### src/rtl/dual_pic_ack.sv
module dual_pic_ack #(
  parameter logic [7:0] M_TM_MASK = 8'hF8,
  parameter logic [7:0] S_TM_MASK = 8'hDE
) (
  input  logic        clk,
  input  logic        rst_n,
  input  logic [15:0] irq_in,
  input  logic        ack,
  input  logic        eoi,
  input  logic [3:0]  eoi_line,
  input  logic        tm_we,
  input  logic        tm_sel,
  input  logic [7:0]  tm_wdata,
  input  logic [7:0]  m_base,
  input  logic [7:0]  s_base,
  output logic        cpu_irq,
  output logic        ack_valid,
  output logic [7:0]  ack_vector,
  output logic [3:0]  ack_line,
  output logic [7:0]  tm_master,
  output logic [7:0]  tm_slave
);

  function automatic logic [3:0] first_set(input logic [7:0] v);
    first_set = 4'd8;
    for (int i = 7; i >= 0; i--)
      if (v[i]) first_set = 4'(i);
  endfunction

  logic [7:0] irr_m, irr_s, isr_m, isr_s, last_m, last_s, tm_m, tm_s;

  wire [3:0] m_req = first_set(irr_m);
  wire [3:0] m_cur = first_set(isr_m);
  wire [3:0] s_req = first_set(irr_s);
  wire [3:0] s_cur = first_set(isr_s);
  wire       m_win = m_req < m_cur;
  wire       s_win = s_req < s_cur;

  wire [7:0] lvl_m = {irq_in[7:3], 1'b0, irq_in[1:0]};
  wire [7:0] lvl_s = irq_in[15:8];
  wire       casc  = s_win & ~ack;

  wire [7:0] edge_m = (lvl_m & ~last_m) | {5'b0, casc, 2'b0};
  wire [7:0] edge_s = lvl_s & ~last_s;

  wire       to_slave  = ack & m_win & (m_req[2:0] == 3'd2);
  wire [7:0] ack_m_bit = (ack & m_win) ? (8'd1 << m_req[2:0]) : 8'd0;
  wire [7:0] ack_s_bit = (to_slave & s_win) ? (8'd1 << s_req[2:0]) : 8'd0;
  wire [7:0] eoi_m = (eoi & ~eoi_line[3]) ? (8'd1 << eoi_line[2:0]) : 8'd0;
  wire [7:0] eoi_s = (eoi &  eoi_line[3]) ? (8'd1 << eoi_line[2:0]) : 8'd0;
  wire [2:0] s_pick = s_win ? s_req[2:0] : 3'd7;

  assign cpu_irq   = m_win;
  assign tm_master = tm_m;
  assign tm_slave  = tm_s;

  always_ff @(posedge clk) begin
    if (!rst_n) begin
      irr_m <= '0; irr_s <= '0; isr_m <= '0; isr_s <= '0;
      last_m <= '0; last_s <= '0; tm_m <= '0; tm_s <= '0;
      ack_valid <= 1'b0; ack_vector <= '0; ack_line <= '0;
    end else begin
      irr_m  <= (tm_m & lvl_m) | (~tm_m & ((irr_m & ~ack_m_bit) | edge_m));
      irr_s  <= (tm_s & lvl_s) | (~tm_s & ((irr_s & ~ack_s_bit) | edge_s));
      isr_m  <= (isr_m & ~eoi_m) | ack_m_bit;
      isr_s  <= (isr_s & ~eoi_s) | ack_s_bit;
      last_m <= lvl_m;
      last_s <= lvl_s;
      if (tm_we && !tm_sel) tm_m <= tm_wdata & M_TM_MASK;
      if (tm_we &&  tm_sel) tm_s <= tm_wdata & S_TM_MASK;
      ack_valid <= ack;
      if (ack) begin
        if (!m_win) begin
          ack_line   <= 4'd7;
          ack_vector <= {m_base[7:3], 3'd7};
        end else if (to_slave) begin
          ack_line   <= {1'b1, s_pick};
          ack_vector <= {s_base[7:3], s_pick};
        end else begin
          ack_line   <= {1'b0, m_req[2:0]};
          ack_vector <= {m_base[7:3], m_req[2:0]};
        end
      end
    end
  end

  p_ack_sets_service_r7: assert property (@(posedge clk) disable iff (!rst_n)
    (ack && cpu_irq) |=> (isr_m != 8'd0));

  p_spurious_keeps_service_r9: assert property (@(posedge clk) disable iff (!rst_n)
    (ack && !cpu_irq) |=> ($stable(isr_m) || $past(eoi)));

  p_master_vector_base_r7: assert property (@(posedge clk) disable iff (!rst_n)
    (ack_valid && !ack_line[3]) |-> (ack_vector[7:3] == $past(m_base[7:3])));

  p_slave_vector_base_r8: assert property (@(posedge clk) disable iff (!rst_n)
    (ack_valid && ack_line[3]) |-> (ack_vector[7:3] == $past(s_base[7:3])));

  p_eoi_clears_r12: assert property (@(posedge clk) disable iff (!rst_n)
    (eoi && !ack && !eoi_line[3]) |=> !isr_m[$past(eoi_line[2:0])]);

  p_valid_single_r7: assert property (@(posedge clk) disable iff (!rst_n)
    (ack_valid && !$past(ack)) |-> 1'b0);

endmodule

### config.mk
export PLATFORM = sky130hd
export DESIGN_NAME = dual_pic_ack
export DESIGN_NICKNAME = d
export VERILOG_FILES = /design/src/rtl/dual_pic_ack.sv
export SDC_FILE = /design/constraint.sdc
export NUM_CORES = 1
export LEC_CHECK = 0
export BUFFER_PORTS_ARGS = -buffer_cell sky130_fd_sc_hd__buf_2
export CORE_UTILIZATION = 50
export CTS_BUF_LIST = sky130_fd_sc_hd__clkbuf_8
export DETAILED_ROUTE_END_ITERATION = 6
export PLACE_DENSITY = 0.86
export REMOVE_ABC_BUFFERS = 1
export SLEW_MARGIN = 15
export SYNTH_ARGS = -nofsm -noshare
export SYNTH_HDL_FRONTEND = slang
export SYNTH_SLANG_ARGS = --single-unit
### constraint.sdc
create_clock -name clk -period 2.6 [get_ports clk]
set_clock_uncertainty 0.15 [all_clocks]
set_input_delay 0.13 -clock clk [delete_from_list [all_inputs] [get_ports clk]]
set_output_delay 0.13 -clock clk [all_outputs]
set_load 0.01 [all_outputs]
---- Word-level counts from Yosys, hierarchy flattened ----
Cells that the tools add are included.
storage, ports and cells
  register bits ........................... 72
  input port bits ......................... 50
  word-level logic and storage cells ...... 95
  output and inout port bits .............. 30
operators by class
  shift-type cells ........................ 3
  magnitude comparators ................... 2
  mux-type cells .......................... 41
  reduce and logical (&&, ||, !) cells .... 3
  bitwise gates (word level) .............. 33
  equal/unequal tests ..................... 1
operators with widths
  kind                                                  number
  2-to-1 mux 4 bit                                      34
  AND 8 bit                                             10
  NOT 8 bit                                             8
  2-to-1 mux 8 bit                                      6
  OR 8 bit                                              6
  << shifter 1 x 3 -> 8 bit (first input constant)      3
  < comparator 4 bit                                    2
  OR 8 x 3 -> 8 bit                                     1
  AND 1 bit                                             6
  equality test 3 x 2 -> 1 bit (second input constant)  1
  2-to-1 mux 3 bit                                      1
  logical AND 1 bit                                     2
  NOT 1 bit                                             2
  zero test 1 bit                                       1

---- Longest topological paths before layout ----
Gate-level depths: netlist of the first run.
  word-level depth ........................ 18
  gate-level depth with buffers ........... 12
  mapped depth without buffers ............ 10

---- Least setup slack after synthesis of the first run ----
OpenSTA, ideal clock, no wires.
  path kind ............................... register to register
  start point ............................. register irr_s[4]
  end point ............................... register irr_s[2]
  clock period less this slack ............ 2.629 ns
  path buffers ............................ 0
  data required time ...................... 2.334 ns
  arrival time ............................ 2.362 ns
  setup time .............................. 0.116 ns
  setup slack ............................. -0.029 ns
  cell stages (with the launch flop) ...... 9
  cell sequence ........................... dfxtp_1 nor4_1 nor2_1 ha_1 a21o_1 a21oi_1 o211ai_1 or4_4 a41o_1
between the ends
  longest elaborated chain between the ends .. 13
  elaborated cells on any way between the ends .. 14
  those cells by class .................... 1 x order compare; 1 x shift; 6 x mux; 6 x bitwise
RTL lines
  element                             RTL line  text
  start, declared                     30        logic [7:0] irr_m, irr_s, isr_m, isr_s, last_m, last_s, tm_m, tm_s;
  start signal, assigned              64        irr_s <= (tm_s & lvl_s) | (~tm_s & ((irr_s & ~ack_s_bit) | edge_s));
  2-to-1 mux 4 bit (*) (5 in series)  27        if (v[i]) first_set = 4'(i);
  < comparator 4 bit                  37        wire s_win = s_req < s_cur;
  AND 1 bit                           48        wire [7:0] ack_s_bit = (to_slave & s_win) ? (8'd1 << s_req[2:0]) : 8'd0;
  2-to-1 mux 8 bit (*)                48
  NOT 8 bit (*)                       64
  AND 8 bit (*)                       64
  OR 8 bit (*)                        64
  AND 8 bit (*)                       64
  OR 8 bit (*)                        64
Mark *: on every way between the ends. The rest lies on a longest branch, timed or not.
A chain may end at the register's enable or synchronous reset.

---- Final worst setup path of the first run ----
  start point ............................. register isr_m[6]
  end point ............................... register irr_s[1]
between the ends
  longest elaborated chain between the ends .. 17
RTL lines
  element                         RTL line  text
  start, declared                 30
  start signal, assigned          65        isr_m <= (isr_m & ~eoi_m) | ack_m_bit;
  2-to-1 mux 4 bit (7 in series)  27
  < comparator 4 bit              36        wire m_win = m_req < m_cur;
  AND 1 bit (2 in series)         46        wire to_slave = ack & m_win & (m_req[2:0] == 3'd2);
  AND 1 bit                       48
  2-to-1 mux 8 bit                48
  NOT 8 bit                       64
  AND 8 bit                       64
  OR 8 bit                        64
  AND 8 bit                       64
  OR 8 bit                        64
Every way passes these cells.

==> summary.txt, run 1 <==
Clock tree
  – CTS Buf Count: 9
  – H-tree depth: 3
  – CTS tree: yes
  – Root buf cell: clkbuf_8
  – Worst skew pair latency: 360 ps
  – Clock tree buffer depth: 2
  – # clock sinks: 68
  – Reg clk slew, reported paths: around 90 ps

Route
  – Routed len/inst: 16.6 um
  – DR vias/cell: 5.77
  – Via count: between 3,000 and 4,000
  – Drt first pass iters: 5
  – Initial DRC Count: ~240
  – Detail Route Antenna Nets: 0
  – DRC violations left: 0
  – Total wire length: 10,100 um

Placement
  – Pre-CTS WS: -50.1 ps
  – HPWL after DPL: around 6300 um
  – GPL Wtd Cong: approximately 1
  – DP Area: around 3900 um^2
  – # port buffers: 66

Global routing
  – GRT Resource Usage Total: between 20% and 30%
  – Overflow after GRT: 0
  – Initial antenna violation count: 0
  – First-pass GRT wire length: 15,500 um
  – Number of global-route vias before repair: ~3,400
  – Largest net degree at the start of global routing: between 40 and 50

Synthesis
  – #FFs+latches synth: between 60 and 70
  – EDFF count, synth: 0
  – Synth top area cells: dfxtp_1 41%, o21ai_0 5.1%, o21a_1 3.9%
  – Yosys top cell area share: 41.1%
  – Synth warnings: 0
  – Ys async rst share: 0%
  – Synth Area per Inst: about 8.5 um^2
  – Sequential element share of the synthesized area: 41.1%
  – Syn Inst Count: just under 400
  – Post-Syn Area: roughly 3300 um^2
  – Unique masters post-synth: 54
  – Area leader, netlist: dfxtp_1
  – Prevailing post-synth register cell: dfxtp_1

Pwr
  – Worst VDD drop: 618 uV
  – Final Power: ~3.3 mW
  – PD cells: about 690 nW/um^2
  – Leakage power: 2.01 nW

Floorplanning
  – Ports: 80
  – Die ar.: ~6900 um^2
  – Initial Utilization: about half
  – Placement row count: 29
  – DIE WIDTH: 83.4 um
  – Die Ht: approximately 83 um
  – Core area: 6390 um^2

STA
  – Slew margin rel.: roughly 50%
  – Unrepaired setup endpoints after global routing: false
  – Final setup viols: 0
  – Slew Limit Fails: 0
  – Hold Fails Final Rpt: 0
  – Least-Margin Pin Slew: 752 ps
  – Period utilisation layout: a little over nine tenths
  – F_max: roughly 390 MHz
  – Final WS setup: between 40 and 50 ps
  – Minimum clock period: between 2000 and 3000 ps

Outcome
  – Outcome: finished clean

Setup path
  – Crit path arrival time: ~2700 ps
  – Critical-path maximum fanout: 6
  – Nature of the critical path endpoint: register
  – Critical Path RT: approximately 2700 ps
  – CP Class: register to register
  – Startpoint types: register

Min path
  – Tightest Hold Check Type: input port to register

Finish
  – Share of post-route cells with drive strength above 1: about a third
  – Finished Cell Area: between 4000 and 5000 um^2
  – Most frequent cells in the layout: 66 x buf_2, 63 x dfxtp_1, 41 x buf_4, 39 x dlygate4sd3_1, 33 x o21ai_0
  – # nets final: 580
  – Multi-input logic area: 1940 um^2
  – Antenna diode count: 0
  – Register area: 1370 um^2
  – FILL cells: 430
  – Area delta synth->final: 43.1%
  – Commonest non-fill, non-tap cell in the layout: buf_2
  – Final Util: about three quarters

Flow run
  – MaxCap Viol Count: 0
-- synth_stat cells (11+ instances only) --
cell type	n
a21boi_0	11
and2_1	14
clkbuf_1	13
dfxtp_1	68
inv_1	20
nand2_1	33
nand3_1	17
nor2_1	22
nor2b_1	12
o21a_1	17
o21ai_0	34
o31ai_1	17
-- flip-flops by register name, indices dropped and copies added, names as in the netlist --
signal and cells:
ack_line 1, ack_valid 1, ack_vector 8, irr_m 8, irr_s 8, isr_m 8
isr_s 8, last_m 7, last_s 8, tm_master 5, tm_slave 6
-- cell families after synthesis --
family                     share of synthesized area (%)
and+or+nand+nor                                     22.5
other                                              0.113
DFF                                                 41.1
buffers and inverters                               6.62
adders and majority gates                           2.27
muxes                                               1.51
AOI/OAI and AO/OA                                   25.9
-- critical path: stages, from the launching register on --
cell and delay (ps):
dfxtp_1 380, o41ai_2 440, ha_4 260, a21o_1 170
nand2_2 100, o21ai_4 70, buf_12 130, or4_4 530
a22o_1 220
-- metal layers --
layer	global-route usage (%)	routed length [um]	up-vias
met5	0	0	-
met4	12.1	340	0
met3	6.76	598	34
met2	49.5	5080	166
met1	32.1	4040	1646
li1	-	-	1652
-- repair_timing --
action	CTS	global route
setup buffers	0	2
gates resized for setup	6	33
pin swaps	0	13
hold buffers	39	0
endpoints found under the hold margin	44	0
endpoints found under the setup margin	7	20
-- cell type report --
cell class | count | share of cell area, %
repair buffers | 147 | 22.1
clock buffers | 9 | 2.62
flip-flops and latches | 68 | 28.9
inverters | 20 | 1.59
clock inverters | 7 | 1.72
multi-input cells | 278 | 41.0
well taps | 77 | 2.03
-- path summary, 6_finish.rpt --
path                            depth (start not counted)  slack (ps)        start  endpoint
worst min register to register                          1         280    last_m[0]  irr_m[0]
worst min-delay path                                    3          20  eoi_line[1]  isr_m[4]
worst max register to register                          8          40     isr_m[6]  irr_s[1]
worst max-delay path                                    8          40     isr_m[6]  irr_s[1]
-- where the power goes --
part	switching, mW	internal [mW]
logic	0.616	0.552
registers	0.0821	1.13
clock network	0.454	0.457
total	1.15	2.14
-- stage by stage --
stage	std cells	hold slack, ps	setup TNS [ps]
floorplan	366	80.2	-85.4
global placement	549	180	0
detailed placement	549	186	-173
CTS	604	1.27	-2.71
global route	606	32.8	0
finish	606	15.9	0
(Power assumes the default switching activity.)
==> run 2: changes to the inputs <==
--- a/config.mk
+++ b/config.mk
@@ -12,5 +12,5 @@
 export PLACE_DENSITY = 0.86
 export REMOVE_ABC_BUFFERS = 1
-export SLEW_MARGIN = 15
+export SLEW_MARGIN = 20
 export SYNTH_ARGS = -nofsm -noshare
 export SYNTH_HDL_FRONTEND = slang
==> constraint.sdc (replaced) <==
create_clock -name clk -period 2.6 [get_ports clk]
set_clock_uncertainty 0.15 [all_clocks]
set_input_delay 0.52 -clock clk [delete_from_list [all_inputs] [get_ports clk]]
set_output_delay 0.52 -clock clk [all_outputs]
set_load 0.01 [all_outputs]
==> run 2 against run 1 <==
The run now ends with negative setup slack left. Non-clock buffer count fell by 36. Die area is the same. Cell count shrank 5.9%. Sequential power about the same. Core utilization decreased by 4.8 points. Critical endpoint is now cpu_irq.
==> summary.txt, run 2 (synthesis results as in run 1) <==
Clock tree
  – Reg clk slew, reported paths: roughly 80 ps
  – CTS tree: yes
  – Hold_buf cts: 0
  – Root buf cell: clkbuf_8
  – CTS Buf Count: 9
  – # clock sinks: 68
  – Worst skew pair latency: 350 ps
  – Clock tree buffer depth: 2
  – H-tree depth: 3

Finish
  – Area delta synth->final: 33.9%
  – Share of post-route cells with drive strength above 1: approximately 36%
  – Finished Cell Area: around 4400 um^2
  – Antenna diode count: 0
  – Commonest non-fill, non-tap cell in the layout: buf_2
  – Layout Cells excl Fill: 570
  – Most frequent cells in the layout: 66 x buf_2, 58 x dfxtp_1, 43 x buf_4, 33 x o21ai_0, 32 x nand2_1
  – # nets final: around 540

STA
  – Hold Fails Final Rpt: 0
  – Slew Limit Fails: 0
  – F_max: 373 MHz
  – Unrepaired setup endpoints after global routing: true
  – Final WS setup: -83.1 ps
  – Final setup viols: 4
  – Period utilisation layout: 103%
  – Least-Margin Pin Slew: between 600 and 700 ps
  – Slew margin rel.: a little over half
  – Minimum clock period: about 2700 ps
  – Setup TNS: -241 ps

Setup path
  – Worst Reg-to-Reg Cells: 10
  – Internal reg-to-reg setup slack: -80 ps
  – Critical path's slowest cell: o41ai_2
  – Critical path depth in cells: 7
  – CP Class: register to output pin
  – Critical Path RT: just under 2000 ps
  – Worst Path Buf+Inv: 1
  – Family with the most delay on the worst path: compound AO/OA/AOI/OAI gates
  – Reg-to-Reg End: irr_s[7]
  – Critical-path maximum fanout: 3
  – RR Startpoint: isr_m[6]
  – Cells along the critical path: o41ai_2, ha_4, a21o_1, nand2_2, o21ai_4, nor2_2, buf_2
  – Slowest stage delay, CP: approximately 450 ps
  – Crit path arrival time: about 2000 ps
  – Nature of the critical path endpoint: output pin
  – Startpoint types: register

Floorplanning
  – Ports: 80
  – DIE WIDTH: 83.4 um
  – Die ar.: slightly below 7000 um^2
  – Die Ht: approximately 83 um
  – Placement row count: 29
  – Core area: around 6400 um^2
  – Initial Utilization: about half

Route
  – Initial DRC Count: 230
  – DR vias/cell: about 5.9
  – Detail Route Antenna Nets: 0
  – Total wire length: between 9000 and 10,000 um
  – Via count: between 3,000 and 4,000
  – DRC violations left: 0
  – Routed len/inst: 16.4 um
  – Drt first pass iters: 5

Pwr
  – PD cells: 764 nW/um^2
  – Leakage power: around 1.9 nW
  – Worst VDD drop: about 650 uV

Global routing
  – GRT Resource Usage Total: between 20% and 30%
  – Number of global-route vias before repair: approximately 3,200
  – Overflow after GRT: 0
  – Largest net degree at the start of global routing: 40
  – First-pass GRT wire length: between 10,000 and 15,000 um
  – Initial antenna violation count: 0

Placement
  – # port buffers: 66
  – HPWL after DPL: ~6300 um
  – Inst Count DP: between 500 and 600
  – DP Area: 3910 um^2
  – Pre-CTS WS: -89.8 ps
  – GPL Wtd Cong: approximately 0.9

Outcome
  – Outcome: complete, but fails checks
  – Violated checks: negative setup slack

Min path
  – Hold Path Stages: 3
  – Tightest Hold Check Type: input port to register
  – Hold path startpoint: irq_in[0]
  – Hold Crit Endpoint: last_m[0]

Flow run
  – MaxCap Viol Count: 0
## run 2: changes by cell type in the layout (fill, tap and decap cells not counted), sizes merged
| cell | previous run | this run |
|---|---|---|
| dlygate4sd3 | 39 | 0 |
| buf | 108 | 111 |
| inv | 24 | 22 |
| bufinv | 1 | 2 |
| clkbuf | 9 | 10 |
| clkinv | 1 | 2 |
| clkinvlp | 1 | 0 |
## run 2: tightest hold or removal path, cell delays in order
cell and delay [ps]:
buf_2 70, nand2_1 50, inv_1 40
## run 2: per-stage QoR
step	hold slack (ps)	power (mW)	utilization [%]
finish	213	3.39	69.4
global placement	260	2.11	61.3
detailed placement	279	2.14	61.3
global route	229	3.53	69.4
CTS	208	3.24	66.4
floorplan	249	1.72	-
## run 2: power breakdown
part | internal (mW) | switching, mW | leakage (nW)
Clock | 0.576 | 0.439 | 0.117
Combinational | 0.510 | 0.652 | 1.21
Sequential | 1.13 | 0.0802 | 0.565
## run 2: cell type report
class                      count  area [um^2]
timing repair buffer         111          684
inverter                      20         75.1
multi-input combinational    278         1970
fill                         479         1950
sequential                    68         1380
tap                           77         96.3
clock buffer                  10          138
clock inverter                 6         95.1
## run 2: routing by layer
metal	GRT usage, %	part of all wire [%]
met1	30.3	40
met2	46.6	50
met3	7.55	6.8
met4	10.3	3.3
met5	0	0
## run 2: repair_timing
action | in CTS | in global routing
pin swaps | 8 | 8
gates cloned | 0 | 0
endpoints found under the setup margin | 12 | 25
buffers inserted | 2 | 4
resized for setup | 19 | 33
## run 2: worst max-delay path by stage
| stage | startpoint | to | slack, ps |
|---|---|---|---|
| after CTS | isr_m[0] | cpu_irq | -70 |
| after global placement | irr_s[4] | irr_s[4] | -40 |
| after floorplan | irr_m[0] | irr_s[2] | -50 |
| final | isr_m[6] | cpu_irq | -80 |
| after global routing | isr_m[6] | cpu_irq | -150 |
| after detailed placement | irr_s[4] | irr_s[4] | -90 |
==> run 3: changes to the inputs <==
BUFFER_PORTS_ARGS = -buffer_cell sky130_fd_sc_hd__buf_4   (was -buffer_cell sky130_fd_sc_hd__buf_2)
SKIP_LAST_GASP = 1   (was not set)
==> run 3 against run 2 <==
Core utilization up 1.2 points. The flow still finishes with violations (negative setup slack). Total power shrank 4.4%. Global-route usage fell by 0.87 points. Sequential power hardly changed. Worst setup slack lost 12 ps. Non-clock buffer count fell by 1.
==> summary.txt, run 3 (synthesis results as in run 1) <==
STA
  – Least-Margin Pin Slew: roughly 550 ps
  – Setup TNS: -146 ps
  – F_max: between 300 and 400 MHz
  – Slew margin rel.: a little under two thirds
  – Hold Fails Final Rpt: 0
  – Unrepaired setup endpoints after global routing: true
  – Final hold slack: 218 ps
  – Minimum clock period: 2690 ps
  – Slew Limit Fails: 0
  – Period utilisation layout: 104%
  – Final setup viols: 2
  – Final WS setup: -94.8 ps

Placement
  – Inst Count DP: ~550
  – # port buffers: 66
  – Pre-CTS WS: -97.3 ps
  – DP Area: a little over 4000 um^2
  – HPWL after DPL: between 6000 and 7000 um
  – GPL Wtd Cong: between 0.8 and 0.9

Min path
  – Tightest Hold Check Type: input port to register

Pwr
  – PD cells: 718 nW/um^2
  – Worst VDD drop: between 600 and 700 uV
  – Final Power: about 3.2 mW
  – Switching Share: between 30% and 40%
  – NetSw: 1.14 mW
  – Leakage power: about 1.9 nW
  – Clock Power Share: around a quarter
  – Internal: about 2.1 mW
  – Comb pwr share: ~39%
  – Seq pwr share: a little under two fifths

Floorplanning
  – DIE WIDTH: about 83 um
  – Initial Utilization: roughly half
  – Ports: 80
  – Die ar.: 6950 um^2
  – Core area: ~6400 um^2
  – Die Ht: 83.4 um
  – Placement row count: 29

Clock tree
  – Reg clk slew, reported paths: approximately 70 ps
  – Clock tree buffer depth: 2
  – CTS Buf Count: 9
  – Root buf cell: clkbuf_8
  – CTS tree: yes
  – Hold_buf cts: 0
  – # clock sinks: 68
  – H-tree depth: 3
  – Worst skew pair latency: between 300 and 400 ps

Finish
  – Layout Cells excl Fill: 569
  – Most frequent cells in the layout: 107 x buf_4, 63 x dfxtp_1, 32 x nand2_1, 32 x o21ai_0, 20 x inv_1
  – FILL cells: around 490
  – Commonest non-fill, non-tap cell in the layout: buf_4
  – Area delta synth->final: 36.3%
  – Finished Cell Area: 4510 um^2
  – Final Util: 70.6%
  – Antenna diode count: 0
  – # nets final: approximately 540
  – Share of post-route cells with drive strength above 1: around a third

Outcome
  – Violated checks: negative setup slack
  – Outcome: complete, but fails checks

Flow run
  – MaxCap Viol Count: 0

Global routing
  – Overflow after GRT: 0
  – Largest net degree at the start of global routing: 57
  – Number of global-route vias before repair: just over 3,000
  – GRT Resource Usage Total: between 20 and 30%
  – Initial antenna violation count: 0
  – First-pass GRT wire length: approximately 14,000 um

Setup path
  – Critical Path RT: roughly 1900 ps
  – Cells along the critical path: nor4_4, o41ai_2, ha_1, a21o_1, nand2_2, o21ai_4, nor2_2, buf_4
  – Nature of the critical path endpoint: output pin
  – Critical path's slowest cell: dfxtp_2
  – CP Class: register to output pin
  – Crit path arrival time: ~2000 ps
  – Startpoint types: register
  – Critical-path maximum fanout: 2
  – Worst Path Buf+Inv: 1
  – Family with the most delay on the worst path: simple AND/OR/NAND/NOR gates
  – Slowest stage delay, CP: between 300 and 400 ps

Route
  – Routed len/inst: roughly 16 um
  – DRC violations left: 0
  – Via count: roughly 3,200
  – Total wire length: approximately 9000 um
  – DR vias/cell: between 5 and 6
  – Initial DRC Count: roughly 180
  – Detail Route Antenna Nets: 0
  – Drt first pass iters: 4
-- run 3: routing by layer --
metal  vias to the layer above  global-route usage [%]  routed length, um
li1                       1581                       -                  -
met1                      1494                    32.4               3840
met2                       113                    41.6               4310
met3                        23                    7.85                567
met4                         0                    8.78                239
met5                         -                       0                  0
-- run 3: final timing paths --
check	cells after the start	startpoint	end	slack, ps
max reg2reg	8	isr_s[3]	irr_s[1]	-50
min reg2reg	1	last_m[0]	irr_m[0]	270
max	8	isr_m[3]	cpu_irq	-90
min	3	irq_in[0]	last_m[0]	220
-- run 3: power by group through the flow --
| stage | Clock [mW] | Combinational [mW] | Sequential [mW] |
|---|---|---|---|
| floorplan | 0 | 0.496 | 1.23 |
| global placement | 0 | 0.936 | 1.21 |
| detailed placement | 0 | 0.965 | 1.21 |
| CTS | 0.796 | 1.04 | 1.20 |
| global route | 0.857 | 1.34 | 1.22 |
| finish | 0.784 | 1.25 | 1.21 |
-- run 3: area by class of cell --
cell class                      instances  area, um^2  share of cell area, %
Timing Repair Buffer                  110         846                   18.8
Clock inverter                          6        38.8                  0.860
Sequential cell                        68        1370                   30.4
Tap cell                               77        96.3                   2.14
Multi-Input combinational cell        278        1950                   43.2
Clock buffer                           10         138                   3.05
Inverter                               20        75.1                   1.66
-- run 3: repair_timing --
item                                    CTS  global route
endpoints found under the setup margin   17            19
setup buffers                             2             6
pin swaps                                 6            13
gates resized for setup                  17            29
-- run 3: worst reg2reg max path, delay by kind of cell (launching register included) --
kind	cells	cell delay, ps
buf+inv	1	140
simple gates	2	640
compound gates	4	930
fa+ha+maj	1	360
flops	1	330
